<file path="config.mk">
export PLATFORM = sky130hd
export DESIGN_NAME = txarb_top
export DESIGN_NICKNAME = d
export VERILOG_FILES = /design/src/rtl/txarb_pkg.sv /design/src/rtl/txarb_pick.sv /design/src/rtl/txarb_retry.sv /design/src/rtl/txarb_loader.sv /design/src/rtl/txarb_top.sv
export SDC_FILE = /design/constraint.sdc
export NUM_CORES = 1
export LEC_CHECK = 0
export BUFFER_PORTS_ARGS = -buffer_cell sky130_fd_sc_hd__buf_2
export CORE_MARGIN = 2
export CORE_UTILIZATION = 35
export CTS_CLUSTER_DIAMETER = 40
export DETAILED_ROUTE_END_ITERATION = 12
export GPL_TIMING_DRIVEN = 0
export PLACE_DENSITY_LB_ADDON = 0.08
export SYNTH_ARGS = -nofsm -noshare
export SYNTH_HDL_FRONTEND = slang
export SYNTH_HIERARCHICAL = 1
export SYNTH_SLANG_ARGS = --single-unit
</file>
<file path="constraint.sdc">
create_clock -name clk -period 8.8 [get_ports clk]
set_input_delay 0.88 -clock clk [delete_from_list [all_inputs] [get_ports clk]]
set_output_delay 0.88 -clock clk [all_outputs]
set_load 0.02 [all_outputs]
</file>
<file path="src/rtl/txarb_pkg.sv">
package txarb_pkg;
    typedef enum logic [2:0] {
        S_IDLE,
        S_LOAD,
        S_START,
        S_WAIT,
        S_CHECK
    } txarb_state_e;
endpackage

</file>
<file path="src/rtl/txarb_pick.sv">
// Priority selection: lowest identifier among valid buffers, ties to lower index.
module txarb_pick #(
    parameter int NBUF = 4,
    parameter int IDW  = 29,
    localparam int BW  = (NBUF > 1) ? $clog2(NBUF) : 1
) (
    input  logic              clk,
    input  logic              rst_n,
    input  logic [NBUF-1:0]   valid,
    input  logic [NBUF*IDW-1:0] ids,
    output logic              any,
    output logic [BW-1:0]     win
);
    logic [IDW-1:0] best_id;

    always_comb begin
        any     = 1'b0;
        win     = '0;
        best_id = '1;
        for (int i = 0; i < NBUF; i++) begin
            if (valid[i] && (!any || ids[i*IDW +: IDW] < best_id)) begin
                any     = 1'b1;
                win     = BW'(i);
                best_id = ids[i*IDW +: IDW];
            end
        end
    end

    // a reported winner is always a valid buffer
    a_r1_win_valid: assert property (@(posedge clk) disable iff (!rst_n)
        any |-> valid[win]);
endmodule

</file>
<file path="src/rtl/txarb_retry.sv">
// Retry counter with optional limit.
module txarb_retry #(
    parameter int RW = 4
) (
    input  logic          clk,
    input  logic          rst_n,
    input  logic          clr,
    input  logic          inc,
    input  logic          en,
    input  logic [RW-1:0] lim,
    output logic          hit
);
    logic [RW-1:0] cnt;

    always_ff @(posedge clk) begin
        if (!rst_n)            cnt <= '0;
        else if (clr)          cnt <= '0;
        else if (inc && cnt != '1) cnt <= cnt + 1'b1;
    end

    assign hit = en && (cnt >= lim);

    // a clear always restarts the count from zero
    a_r10_clear_zero: assert property (@(posedge clk) disable iff (!rst_n)
        clr |=> cnt == '0);
endmodule

</file>
<file path="src/rtl/txarb_loader.sv">
// Word sequencer for serial frame transfer, identifier word first.
module txarb_loader #(
    parameter int WORDS = 20,
    localparam int WW   = (WORDS > 1) ? $clog2(WORDS) : 1
) (
    input  logic          clk,
    input  logic          rst_n,
    input  logic          go,
    output logic [WW-1:0] idx,
    output logic          last
);
    logic [WW-1:0] cnt;

    always_ff @(posedge clk) begin
        if (!rst_n)     cnt <= '0;
        else if (!go)   cnt <= '0;
        else if (!last) cnt <= cnt + 1'b1;
    end

    assign idx  = cnt;
    assign last = go && (cnt == WW'(WORDS - 1));

    // consecutive load cycles step the word index by one
    a_r2_word_step: assert property (@(posedge clk) disable iff (!rst_n)
        (go && $past(go) && !$past(last)) |-> idx == WW'($past(idx) + 1'b1));
    // a load begins at the identifier word
    a_r2_first_word: assert property (@(posedge clk) disable iff (!rst_n)
        (go && !$past(go)) |-> idx == '0);
endmodule

</file>
<file path="src/rtl/txarb_top.sv">
module txarb_top
    import txarb_pkg::*;
#(
    parameter int NBUF  = 4,
    parameter int IDW   = 29,
    parameter int WORDS = 20,
    parameter int DW    = 32,
    parameter int RW    = 4,
    localparam int BW   = (NBUF > 1) ? $clog2(NBUF) : 1,
    localparam int WW   = (WORDS > 1) ? $clog2(WORDS) : 1
) (
    input  logic                clk,
    input  logic                rst_n,
    input  logic [NBUF-1:0]     buf_valid,
    input  logic [NBUF*IDW-1:0] buf_id,
    input  logic                cfg_retry_en,
    input  logic [RW-1:0]       cfg_retry_lim,
    input  logic                cfg_drop_en,
    output logic [BW-1:0]       rd_sel,
    output logic [WW-1:0]       rd_word,
    input  logic [DW-1:0]       rd_data,
    output logic                ld_we,
    output logic [WW-1:0]       ld_word,
    output logic [DW-1:0]       ld_data,
    output logic                eng_start,
    input  logic                eng_ok,
    input  logic                eng_arb_lost,
    input  logic                eng_err,
    output logic [BW-1:0]       tx_buf,
    output logic                tx_done,
    output logic                tx_fail,
    output logic [NBUF-1:0]     buf_clr
);
    txarb_state_e st, nx;
    logic [BW-1:0] cur;
    logic          p_any;
    logic [BW-1:0] p_win;
    logic          r_clr, r_inc, r_hit;
    logic [WW-1:0] l_idx;
    logic          l_last;
    logic          fault, drop;

    txarb_pick #(.NBUF(NBUF), .IDW(IDW)) u_pick (
        .clk(clk), .rst_n(rst_n), .valid(buf_valid), .ids(buf_id),
        .any(p_any), .win(p_win)
    );

    txarb_retry #(.RW(RW)) u_retry (
        .clk(clk), .rst_n(rst_n), .clr(r_clr), .inc(r_inc),
        .en(cfg_retry_en), .lim(cfg_retry_lim), .hit(r_hit)
    );

    txarb_loader #(.WORDS(WORDS)) u_load (
        .clk(clk), .rst_n(rst_n), .go(st == S_LOAD), .idx(l_idx), .last(l_last)
    );

    assign fault = eng_arb_lost || eng_err;
    assign drop  = cfg_drop_en && p_any && (p_win != cur);

    // next-state logic
    always_comb begin
        nx = st;
        unique case (st)
            S_IDLE:  if (p_any) nx = S_LOAD;
            S_LOAD:  if (l_last) nx = S_START;
            S_START: nx = S_WAIT;
            S_WAIT: begin
                if (eng_ok)      nx = S_IDLE;
                else if (fault)  nx = r_hit ? S_IDLE : S_CHECK;
            end
            S_CHECK: nx = drop ? S_LOAD : S_START;
            default: nx = S_IDLE;
        endcase
    end

    // state register and served buffer
    always_ff @(posedge clk) begin
        if (!rst_n) begin
            st  <= S_IDLE;
            cur <= '0;
        end else begin
            st <= nx;
            if ((st == S_IDLE && p_any) || (st == S_CHECK && drop))
                cur <= p_win;
        end
    end

    // outputs
    always_comb begin
        rd_sel    = cur;
        rd_word   = l_idx;
        ld_we     = (st == S_LOAD);
        ld_word   = l_idx;
        ld_data   = rd_data;
        eng_start = (st == S_START);
        tx_buf    = cur;
        tx_done   = (st == S_WAIT) && eng_ok;
        tx_fail   = (st == S_WAIT) && !eng_ok && fault && r_hit;
        buf_clr   = (tx_done || tx_fail) ? (NBUF'(1) << cur) : '0;
        r_clr     = (st == S_IDLE && p_any) || (st == S_CHECK && drop);
        r_inc     = (st == S_CHECK) && !drop;
    end

    // a start that follows a load follows its final word
    a_r3_start_after_load: assert property (@(posedge clk) disable iff (!rst_n)
        (eng_start && $past(ld_we)) |-> $past(ld_word) == WW'(WORDS - 1));
    // start and load never overlap
    a_r5_no_overlap: assert property (@(posedge clk) disable iff (!rst_n)
        eng_start |-> !ld_we);
    // release requests are one-hot and only with an outcome
    a_r4_clr_onehot: assert property (@(posedge clk) disable iff (!rst_n)
        $onehot0(buf_clr) && (buf_clr != '0 || !(tx_done || tx_fail)));
    // success and failure exclusive
    a_r4_excl: assert property (@(posedge clk) disable iff (!rst_n)
        !(tx_done && tx_fail));
    // failure only when a limit is active
    a_r7_fail_needs_limit: assert property (@(posedge clk) disable iff (!rst_n)
        tx_fail |-> cfg_retry_en);
    // start strobe lasts one cycle
    a_r3_start_pulse: assert property (@(posedge clk) disable iff (!rst_n)
        eng_start |=> !eng_start);
endmodule

</file>
==> out/results.tsv <==
metric	value	unit
CP Class	in2reg	
Clock Latency Late Sink	0.24	ns
asr flop ratio synth	0	%
Startpoint Class	primary input	
initial antenna violation count	0	
actual slew at the worst max-slew pin	0.741	ns
cells taking the most area after synthesis	ha_1, mux2_4, buf_4	
Vias/cell	4.91	
MaxCap Viol Count	0	
final setup TNS	0	ns
Fmax	116	MHz
n_diodes	0	
hold path start	u_load/idx[1]	
total die area	13400	um^2
syn avg cell area	8.10	um^2
Reg clk slew, reported paths	0.05	ns
worst hold slack	0.544	ns
syn nets	790	
placed cells	893	
pre-CTS setup slack	-1.61	ns
layout cells sized above 1	50.8	%
clock power share	17.4	%
chip width	116	um
reg2reg end	st[0]	
num rows	40	
DRC Markers	0	
drt total wl	13600	um
Leakage	3.49	nW
Final Non-Filler Cells	942	
iteration-0 DRC count of the detailed router	173	
clock root buffer	clkbuf_16	
placer congestion estimate	0.832	
H-tree depth	1	
Filler Cell Count	1207	
CTS Sinks	14	
Slowest cell on crit path	a2111oi_4	
Hold Violations, Final	0	
Cells after Synth	541	
R2R Setup Slk	6.68	ns
fin. max-slew vios	0	
Worst Slack Setup Final	0.160	ns
Hold/Removal Path Class	reg2reg	
crit end category	register	
GRT Overall Usage	18.8	%
Hold Crit Depth	2	
Comb pwr share	69.6	%
grt ovf	0	
hold endpoint	u_load/idx[1]	
CTS Buffer Depth	2	
Nets	1024	
Post-DP HPWL	11100	um
skew final	0.00153	ns
Worst EP arrival	8.77	ns
Area Overhead vs Synth	47.0	%
Num CTS Buffers	3	
Tot Pwr	0.547	mW
Pwr per Cell Area	84.9	nW/um^2
CTS tree	built	
Die Y	116	um
Psw	0.212	mW
IO Count	217	
post-route ant nets	0	
Critical Path RT	8.93	ns
drt wl/cell	14.5	um
RR Startpoint	st[0]	
Post-synth top flop	dfxtp_1	
Post-synth EDFFs	0	
top cell type's share of synthesized area	24.5	%
final period utilization	98.2	%
cell taking the most area after synthesis	ha_1	
Slew HR	50.5	%
CP peak stage delay	0.43	ns
sw frac	38.7	%
hold_buf cts	0	
Netlist cell types	65	
most frequent cells in the layout	buf_2, buf_4, ha_1	
most frequent CP cell	buf_4	
#FFs+latches synth	14	
share of power burned in registers	12.9	%
RSZ-0062 raised after global routing	yes	
total internal power	0.335	mW
Worst VDD drop	0.0497	mV
largest net degree at the start of global routing	12	
Max FO, Critical Path	7	
via count	4621	
min Tclk post-route	8.64	ns
Synth Warn #	6	
Core Area	12100	um^2
status	completed	
vias in the first global route	4440	
Worst Setup SP	buf_valid[0]	
global-route wire length before repair	20400	um
synthesized area	4380	um^2
commonest non-fill, non-tap cell in the layout	buf_2	
port bufs	184	
First-pass DRT Iterations	4	
Worst R2R Path Depth	8	
starting density of the core	36.2	%
final setup violation count	0	
Seq/Total Area, Yosys	6.39	%
==> critical path: cells and delay by family <==
family,cells,cell delay [ns]
fa+ha+maj,2,0.51
compound gates,12,2.33
xor+xnor,1,0.12
simple gates,11,1.83
mux,1,0.31
buf+inv,22,2.80
==> Yosys cell counts (4+ instances only) <==
cell type and number:
nand4_1 13, nor3b_1 4, xor2_1 4, o21ai_1 4
mux2_4 30, a21oi_1 35, inv_1 62, buf_4 40
nand2b_1 11, nand2_1 31, nor3_1 12, o21ai_0 21
and4b_1 4, mux2i_1 6, o21a_1 5, nor2b_1 29
nor2_1 25, a21o_1 9, nand3_1 9, mux2_2 23
ha_1 86, buf_6 5, dfxtp_1 14
==> how the worst max path moves through the flow <==
stage	end	slack (ns)	depth (start not counted)
2_1_floorplan	u_retry/cnt[3]	0.32	39
3_3_place_gp	u_retry/cnt[3]	-1.54	41
3_5_place_dp	u_retry/cnt[3]	-1.61	41
4_1_cts	u_retry/cnt[3]	0.001	40
5_1_grt	u_retry/cnt[3]	-0.18	41
6_report	u_retry/cnt[3]	0.16	49
==> power by group through the flow <==
| stage | Clock [mW] | Sequential [mW] | Combinational, mW |
|---|---|---|---|
| 2_1_floorplan | 0 | 0.0733 | 0.222 |
| 3_3_place_gp | 0 | 0.0717 | 0.314 |
| 3_5_place_dp | 0 | 0.0719 | 0.319 |
| 4_1_cts | 0.0969 | 0.0706 | 0.343 |
| 5_1_grt | 0.0991 | 0.0710 | 0.420 |
| 6_report | 0.0954 | 0.0707 | 0.381 |
==> layer usage <==
metal | GRT usage [%] | wire [um] | vias up
met5 | 0 | 0 | -
met4 | 3.25 | 179 | 0
met3 | 2.14 | 841 | 14
met2 | 34.4 | 6520 | 168
met1 | 24.1 | 6080 | 2079
li1 | - | - | 2360
==> sequential cells by signal, summed over array words and instances, names as in the netlist <==
signal,flops
u_load/idx,5
u_retry/cnt,4
st,3
rd_sel,2
==> stage by stage <==
step                      util (%)  cell area [um^2]
after floorplan                  -              4380
after global placement        45.5              5520
after detailed placement      45.5              5520
after CTS                     48.8              5910
after global routing          53.2              6440
final                         53.2              6440
==> timing repair <==
item	CTS	global route
resized for setup	32	66
endpoints found under the setup margin	8	8
pin swaps	14	43
gates cloned	0	1
buffers inserted	23	22
==> kinds of logic (layout without fill, tap and decap cells) <==
logic type                 Yosys count  count (layout)  synth area share, %
adders and majority gates           87              87                 24.8
buffers and inverters              111             344                 13.8
DFF                                 14              14                 6.39
and+or+nand+nor                    158             158                 20.3
muxes                               60              60                 17.8
xor gates and xnor gates             7               7                 1.40
AOI/OAI and AO/OA                  104             104                 15.4
==> final cells by class <==
class / count / area (um^2) / area share [%]
Multi-Input combinational cell: 416 / 3870 / 60.1
Timing Repair Buffer: 230 / 1340 / 20.8
Buffer: 48 / 422 / 6.54
Sequential cell: 14 / 280 / 4.35
Inverter: 62 / 233 / 3.61
Tap cell: 168 / 210 / 3.26
Clock buffer: 4 / 88.8 / 1.38
No activity file was read; power rests on OpenSTA's default activity.
